`src/rtl/mae_pkg.sv`:
```
package mae_pkg;

  typedef enum logic {
    ST_IDLE = 1'b0,
    ST_VECT = 1'b1
  } seq_state_e;

  typedef struct packed {
    logic sm;
    logic ie;
    logic c;
  } psw_bits_t;

endpackage

```
`src/rtl/mae_align_check.sv`:
```
module mae_align_check #(
  parameter int LOW_BITS = 2
) (
  input  logic                req_i,
  input  logic                word_i,
  input  logic                lock_i,
  input  logic [LOW_BITS-1:0] addr_lo_i,
  output logic                fault_o
);

  logic as_word;
  logic half_bad;
  logic word_bad;

  // Lock and unlock are always word sized.
  assign as_word  = word_i | lock_i;

  // A halfword only needs byte bit 0 clear.
  assign half_bad = addr_lo_i[0];

  // A word needs every low bit clear.
  assign word_bad = |addr_lo_i;

  assign fault_o  = req_i & (as_word ? word_bad : half_bad);

endmodule

```
`src/rtl/mae_status_regs.sv`:
```
module mae_status_regs
  import mae_pkg::*;
#(
  parameter int AW = 32
) (
  input  logic          clk,
  input  logic          rst,
  input  logic          entry_i,
  input  logic          ret_i,
  input  logic          ld_i,
  input  psw_bits_t     ld_psw_i,
  input  logic [AW-1:0] pc_i,
  output psw_bits_t     psw_o,
  output psw_bits_t     bpsw_o,
  output logic [AW-1:0] bpc_o
);

  psw_bits_t     psw_q;
  psw_bits_t     bpsw_q;
  logic [AW-1:0] bpc_q;

  always_ff @(posedge clk) begin
    if (rst) begin
      psw_q  <= '0;
      bpsw_q <= '0;
      bpc_q  <= '0;
    end else if (entry_i) begin
      // Back up, then clear IE and C; SM keeps its value.
      bpsw_q   <= psw_q;
      psw_q.ie <= 1'b0;
      psw_q.c  <= 1'b0;
      bpc_q    <= pc_i;
    end else if (ret_i) begin
      psw_q <= bpsw_q;
    end else if (ld_i) begin
      psw_q <= ld_psw_i;
    end
  end

  assign psw_o  = psw_q;
  assign bpsw_o = bpsw_q;
  assign bpc_o  = bpc_q;

  AST_BACKUP_COPY: assert property (@(posedge clk) disable iff (rst)
    entry_i |=> bpsw_q == $past(psw_q));

  AST_ENTRY_CLEAR: assert property (@(posedge clk) disable iff (rst)
    entry_i |=> (!psw_q.ie && !psw_q.c && psw_q.sm == $past(psw_q.sm)));

  AST_BPC_CAPTURE: assert property (@(posedge clk) disable iff (rst)
    entry_i |=> bpc_q == $past(pc_i));

  AST_RET_RESTORE: assert property (@(posedge clk) disable iff (rst)
    ret_i |=> psw_q == $past(bpsw_q));

endmodule

```
`src/rtl/mae_entry_seq.sv`:
```
module mae_entry_seq
  import mae_pkg::*;
#(
  parameter int          AW       = 32,
  parameter logic [31:0] VEC_ADDR = 32'h0000_0020
) (
  input  logic          clk,
  input  logic          rst,
  input  logic          req_i,
  input  logic          we_i,
  input  logic [AW-1:0] addr_i,
  input  logic          fault_i,
  input  logic          rte_i,
  input  logic          ld_i,
  input  logic          irq_i,
  input  logic          ie_i,
  input  logic [AW-1:0] bpc_i,
  output logic          entry_o,
  output logic          ret_o,
  output logic          ld_ok_o,
  output logic          mem_rd_o,
  output logic          mem_wr_o,
  output logic [AW-1:0] mem_addr_o,
  output logic          exc_taken_o,
  output logic          vec_valid_o,
  output logic          ret_valid_o,
  output logic [AW-1:0] fetch_pc_o,
  output logic          irq_grant_o
);

  localparam logic [AW-1:0] ALIGN_MASK = AW'(3);
  localparam logic [AW-1:0] VEC_PC     = AW'(VEC_ADDR);

  seq_state_e    state_q;
  seq_state_e    state_d;
  logic          busy;
  logic          pass_ok;
  logic          mem_rd_q;
  logic          mem_wr_q;
  logic [AW-1:0] mem_addr_q;
  logic          exc_q;
  logic          vec_q;
  logic          ret_q;
  logic [AW-1:0] fetch_q;
  logic          grant_q;

  assign busy    = (state_q == ST_VECT);
  assign entry_o = fault_i & ~busy;
  assign ret_o   = rte_i & ~busy & ~fault_i;
  assign ld_ok_o = ld_i & ~busy & ~fault_i & ~rte_i;
  assign pass_ok = req_i & ~busy & ~fault_i;

  always_comb begin
    state_d = state_q;
    case (state_q)
      ST_IDLE: if (entry_o) state_d = ST_VECT;
      ST_VECT: state_d = ST_IDLE;
      default: state_d = ST_IDLE;
    endcase
  end

  always_ff @(posedge clk) begin
    if (rst) begin
      state_q    <= ST_IDLE;
      mem_rd_q   <= 1'b0;
      mem_wr_q   <= 1'b0;
      mem_addr_q <= '0;
      exc_q      <= 1'b0;
      vec_q      <= 1'b0;
      ret_q      <= 1'b0;
      fetch_q    <= '0;
      grant_q    <= 1'b0;
    end else begin
      state_q  <= state_d;
      mem_rd_q <= pass_ok & ~we_i;
      mem_wr_q <= pass_ok & we_i;
      if (pass_ok) mem_addr_q <= addr_i;
      exc_q    <= entry_o;
      vec_q    <= busy;
      ret_q    <= ret_o;
      if (busy)       fetch_q <= VEC_PC;
      else if (ret_o) fetch_q <= bpc_i & ~ALIGN_MASK;
      grant_q  <= irq_i & ie_i & ~busy & ~fault_i & ~rte_i;
    end
  end

  assign mem_rd_o    = mem_rd_q;
  assign mem_wr_o    = mem_wr_q;
  assign mem_addr_o  = mem_addr_q;
  assign exc_taken_o = exc_q;
  assign vec_valid_o = vec_q;
  assign ret_valid_o = ret_q;
  assign fetch_pc_o  = fetch_q;
  assign irq_grant_o = grant_q;

  AST_NO_STROBE_ON_FAULT: assert property (@(posedge clk) disable iff (rst)
    exc_taken_o |-> (!mem_rd_o && !mem_wr_o));

  AST_IRQ_LOSES: assert property (@(posedge clk) disable iff (rst)
    exc_taken_o |-> !irq_grant_o);

  AST_VECTOR_FOLLOWS: assert property (@(posedge clk) disable iff (rst)
    exc_taken_o |=> (vec_valid_o && !exc_taken_o && fetch_pc_o == VEC_PC));

  AST_ONE_REDIRECT: assert property (@(posedge clk) disable iff (rst)
    $onehot0({exc_taken_o, vec_valid_o, ret_valid_o}));

  AST_RET_WORD: assert property (@(posedge clk) disable iff (rst)
    ret_valid_o |-> fetch_pc_o[1:0] == 2'b00);

endmodule

```
`src/rtl/misalign_exc_unit.sv`:
```
module misalign_exc_unit
  import mae_pkg::*;
#(
  parameter int          AW       = 32,
  parameter int          LOW_BITS = 2,
  parameter logic [31:0] VEC_ADDR = 32'h0000_0020
) (
  input  logic          clk,
  input  logic          rst,
  input  logic          acc_req_i,
  input  logic          acc_we_i,
  input  logic          acc_word_i,
  input  logic          acc_lock_i,
  input  logic [AW-1:0] acc_addr_i,
  input  logic [AW-1:0] pc_i,
  input  logic          ext_irq_i,
  input  logic          rte_i,
  input  logic          psw_ld_i,
  input  logic          psw_sm_i,
  input  logic          psw_ie_i,
  input  logic          psw_c_i,
  output logic          mem_rd_o,
  output logic          mem_wr_o,
  output logic [AW-1:0] mem_addr_o,
  output logic          exc_taken_o,
  output logic          vec_valid_o,
  output logic          ret_valid_o,
  output logic [AW-1:0] fetch_pc_o,
  output logic          irq_grant_o,
  output logic          sm_o,
  output logic          ie_o,
  output logic          c_o,
  output logic          bsm_o,
  output logic          bie_o,
  output logic          bc_o,
  output logic [AW-1:0] bpc_o
);

  logic          fault;
  logic          entry;
  logic          ret;
  logic          ld_ok;
  psw_bits_t     psw;
  psw_bits_t     bpsw;
  psw_bits_t     ld_psw;
  logic [AW-1:0] bpc;

  assign ld_psw = '{sm: psw_sm_i, ie: psw_ie_i, c: psw_c_i};

  mae_align_check #(
    .LOW_BITS (LOW_BITS)
  ) u_align (
    .req_i     (acc_req_i),
    .word_i    (acc_word_i),
    .lock_i    (acc_lock_i),
    .addr_lo_i (acc_addr_i[LOW_BITS-1:0]),
    .fault_o   (fault)
  );

  mae_entry_seq #(
    .AW       (AW),
    .VEC_ADDR (VEC_ADDR)
  ) u_seq (
    .clk         (clk),
    .rst         (rst),
    .req_i       (acc_req_i),
    .we_i        (acc_we_i),
    .addr_i      (acc_addr_i),
    .fault_i     (fault),
    .rte_i       (rte_i),
    .ld_i        (psw_ld_i),
    .irq_i       (ext_irq_i),
    .ie_i        (psw.ie),
    .bpc_i       (bpc),
    .entry_o     (entry),
    .ret_o       (ret),
    .ld_ok_o     (ld_ok),
    .mem_rd_o    (mem_rd_o),
    .mem_wr_o    (mem_wr_o),
    .mem_addr_o  (mem_addr_o),
    .exc_taken_o (exc_taken_o),
    .vec_valid_o (vec_valid_o),
    .ret_valid_o (ret_valid_o),
    .fetch_pc_o  (fetch_pc_o),
    .irq_grant_o (irq_grant_o)
  );

  mae_status_regs #(
    .AW (AW)
  ) u_status (
    .clk      (clk),
    .rst      (rst),
    .entry_i  (entry),
    .ret_i    (ret),
    .ld_i     (ld_ok),
    .ld_psw_i (ld_psw),
    .pc_i     (pc_i),
    .psw_o    (psw),
    .bpsw_o   (bpsw),
    .bpc_o    (bpc)
  );

  assign sm_o  = psw.sm;
  assign ie_o  = psw.ie;
  assign c_o   = psw.c;
  assign bsm_o = bpsw.sm;
  assign bie_o = bpsw.ie;
  assign bc_o  = bpsw.c;
  assign bpc_o = bpc;

endmodule

```
`config.mk`:
```
export PLATFORM = sky130hd
export DESIGN_NAME = misalign_exc_unit
export DESIGN_NICKNAME = d
export VERILOG_FILES = /design/src/rtl/mae_pkg.sv /design/src/rtl/mae_align_check.sv /design/src/rtl/mae_status_regs.sv /design/src/rtl/mae_entry_seq.sv /design/src/rtl/misalign_exc_unit.sv
export SDC_FILE = /design/constraint.sdc
export NUM_CORES = 1
export LEC_CHECK = 0
export ABC_CLOCK_PERIOD_IN_PS = 1500
export BUFFER_PORTS_ARGS = -buffer_cell sky130_fd_sc_hd__buf_2
export CAP_MARGIN = 10
export CORE_MARGIN = 3
export CORE_UTILIZATION = 25
export DETAILED_ROUTE_END_ITERATION = 10
export GPL_TIMING_DRIVEN = 0
export HOLD_SLACK_MARGIN = 0.12
export PLACE_DENSITY = 0.54
export SETUP_SLACK_MARGIN = 0.4
export SLEW_MARGIN = 20
export SYNTH_ARGS = -nofsm -noshare
export SYNTH_HDL_FRONTEND = slang
export SYNTH_SLANG_ARGS = --single-unit
```
`constraint.sdc`:
```
create_clock -name clk -period 1.5 [get_ports clk]
set_clock_uncertainty 0.1 [all_clocks]
set_input_delay 0.15 -clock clk [delete_from_list [all_inputs] [get_ports clk]]
set_output_delay 0.15 -clock clk [all_outputs]
set_load 0.02 [all_outputs]
```
==> flow_metrics.tcl <==
set metrics [dict create \
    first_iter_violations 157 \
    coreArea_um2 14000 \
    cts_root_buffer "clkbuf_16" \
    cts_hold_buf 70 \
    maxSlewViolCount 0 \
    combPwrFrac 0.224 \
    p_leak_uw 0.00368 \
    drive_above_1_share 0.710 \
    yosys-top-cells-count "123 x nand2_1, 107 x dfxtp_1, 62 x a21oi_1" \
    syn2layout_area_growth_pct 131 \
    gp_congestion 0.753 \
    grtUsageTotal 0.173 \
    seq_area_um2 2290 \
    grt_first_pass_wirelength_um 21900 \
    relSlewSlack 0.529 \
    tightest_slew_ps 706 \
    finalCritPeriodShare 1.08 \
    rows 43 \
    yosysSeqAreaShare 0.592 \
    clkTransAtPathRegs_ps 80 \
    whs_path_depth 2 \
    drc 0 \
    topRoutingLayerUsed "met5" \
    clock_path_buffers 2 \
    ir_worst_vdd_mv 0.678 \
    place_hpwl_um 8530 \
    power.internal_uw 5400 \
    met2_length_um 8110 \
    critPathMaxFanout 8 \
    clock_sinks 107 \
    rsz0062_at_grt "yes" \
    multi_input_area_um2 1980 \
    finalHoldViolCount 1 \
    crit_path_start_kind "flip-flop" \
    max_cap_viol_count 0 \
    synth_cell_types 26 \
    clk_latency_ps 350 \
    p_seq_frac 0.421 \
    die_w_um 126 \
    p_sw_uw 1900 \
    die_h_um 126 \
    start_util 0.258 \
    pin_count 184 \
    finalHoldWorstSlack_ps -16.0 \
    setup_viol 85 \
    antenna_found_initial 1 \
    first_global_vias 4208 \
    vias 4179 \
    p_clk_frac 0.355 \
    dr_wl_met3_um 722 \
    synth-seq-cells 107 \
    synthCells 398 \
    grt_max_degree 17 \
    endpoint_kind "flip-flop" \
    netlist_area_um2 3620 \
    grt.overflow.total 0 \
    port_buffers 181 \
    fmax_mhz 619 \
    instances_no_fill 933 \
    nets 824 \
    reg2reg_depth 5 \
    synthFlopType "dfxtp_1" \
    critical_path_class "flip-flop to flip-flop" \
    synth.top_cell.area_share 0.592 \
    wire_per_inst_um 16.6 \
    wirelength_um 15500 \
    final.setup.worst_slack_ps -115 \
    numCtsBuffers 9 \
    cts_tree "done" \
    firstDrtPassIters 4 \
    switching_share 0.260 \
    yosysWarnings 0 \
    postSynthAreaPerCell_um2 9.09 \
    ant_nets 0 \
    required_ps 1640 \
    dpl.cell_count 760 \
    outcome "finished, violations left" \
    fin_crit_ps 1620 \
    n_antenna_cell 0 \
    htree_levels 3 \
    yosysMostFrequentCell "nand2_1" \
    async_flop_share 0 \
    synth_area_leader_cell "dfxtp_1" \
    ys_top_cells_by_area "dfxtp_1 59%, nand2_1 13%, a21oi_1 8.6%" \
    design.die.area_um2 16000 \
    synth_edf_count 0 \
    viasPerCell 4.48 \
    fin_setup_tns_ps -6870 \
    hold_path_class "input pin to flip-flop" \
    fillers 1090 \
    violations "hold timing, setup timing" \
    power.density_nw_per_um2 872 \
    wl_met1_um 6280 \
    p_total_uw 7300 \
    worstPathArrival_ps 1750 \
]
registers in the layout, summed over array words and instances (netlist names):
| register | cells |
|---|---|
| u_seq.ret_valid_o | 1 |
| u_seq.mem_wr_o | 1 |
| u_seq.mem_rd_o | 1 |
| u_status.bpc_o | 32 |
| u_seq.fetch_pc_o | 30 |
| u_seq.busy | 1 |
| u_seq.exc_taken_o | 1 |
| u_status.bpsw_o | 3 |
| u_status.psw_o | 3 |
| u_seq.vec_valid_o | 1 |
| u_seq.irq_grant_o | 1 |
| u_seq.mem_addr_o | 32 |
path summary, 6_finish.rpt:
check / endpoint / slack [ps] / start
max: u_status.bpc_o[14] / -120 / u_seq.busy
min: u_seq.vec_valid_o / -20 / rst
max reg2reg: u_status.bpc_o[14] / -120 / u_seq.busy
min reg2reg: u_seq.fetch_pc_o[12] / 360 / u_seq.fetch_pc_o[12]
critical path, stage by stage, from the launching register on:
cell     delay (ps)
dfxtp_4         370
or3_4           380
nor2b_4         140
buf_12          140
buf_8           130
a22o_1          220
power by group through the flow:
stage          Clock, uW  Sequential, uW  Combinational, uW
6_report            2590            3070               1630
5_1_grt             2790            3090               1730
4_1_cts             2650            3060               1300
3_5_place_dp           0            3100                794
3_3_place_gp           0            3100                781
2_1_floorplan          0            3240                321
cell usage in the layout, fill, tap and decap left out, types with 2 or more instances in the layout:
cell type,instances
dfxtp_2,93
buf_6,91
buf_4,88
buf_2,76
nand2_1,70
dlygate4sd3_1,70
a21oi_2,51
nand2_4,36
a22o_1,33
clkbuf_16,21
nand2_2,17
buf_8,15
a21oi_1,9
buf_12,8
dfxtp_4,8
nor2_1,6
dfxtp_1,6
clkbuf_1,5
mux2i_1,5
nor3_2,3
nor2_4,3
clkbuf_8,3
inv_1,3
nor3_1,3
nor2b_4,2
o21ai_4,2
a21oi_4,2
nor4b_4,2
conb_1,2
bufinv_16,2
buf_16,2
timing repair:
action,CTS,global route
setup buffers,26,43
gates cloned,13,5
endpoints found under the setup margin,205,202
gates resized for setup,280,270
pin swaps,26,61
endpoints found under the hold margin,71,1
stage by stage:
stage	area (um2)	setup WS [ps]	util
6_report	8370	-115	0.596
5_1_grt	8370	-153	0.596
4_1_cts	7110	-104	0.507
3_5_place_dp	4880	-314	0.347
3_3_place_gp	4880	-299	0.347
2_1_floorplan	3750	3.31	-
routing by layer:
layer / vias to the layer above / GRT usage
met5: - / 0
met4: 2 / 0.0669
met3: 28 / 0.0463
met2: 120 / 0.309
met1: 1987 / 0.197
li1: 2042 / -
layout make-up:
| type | instances | share of cell area |
|---|---|---|
| clock inverters | 4 | 0.00882 |
| plain buffers | 30 | 0.0578 |
| multi-input cells | 259 | 0.236 |
| inverters | 3 | 0.00134 |
| repair buffers | 338 | 0.366 |
| flip-flops and latches | 107 | 0.273 |
| well taps | 180 | 0.0269 |
| clock buffers | 12 | 0.0294 |
cells by family after synthesis:
kind of cell / count (synthesis) / share of synthesized area
multiplexers: 5 / 0.0138
buffers and inverters: 33 / 0.0439
AND/OR/NAND/NOR: 149 / 0.169
other: 1 / 0.00104
AO/OA/AOI/OAI: 103 / 0.180
flip-flops: 107 / 0.592
Note: power is estimated with default switching activity, not from simulation.
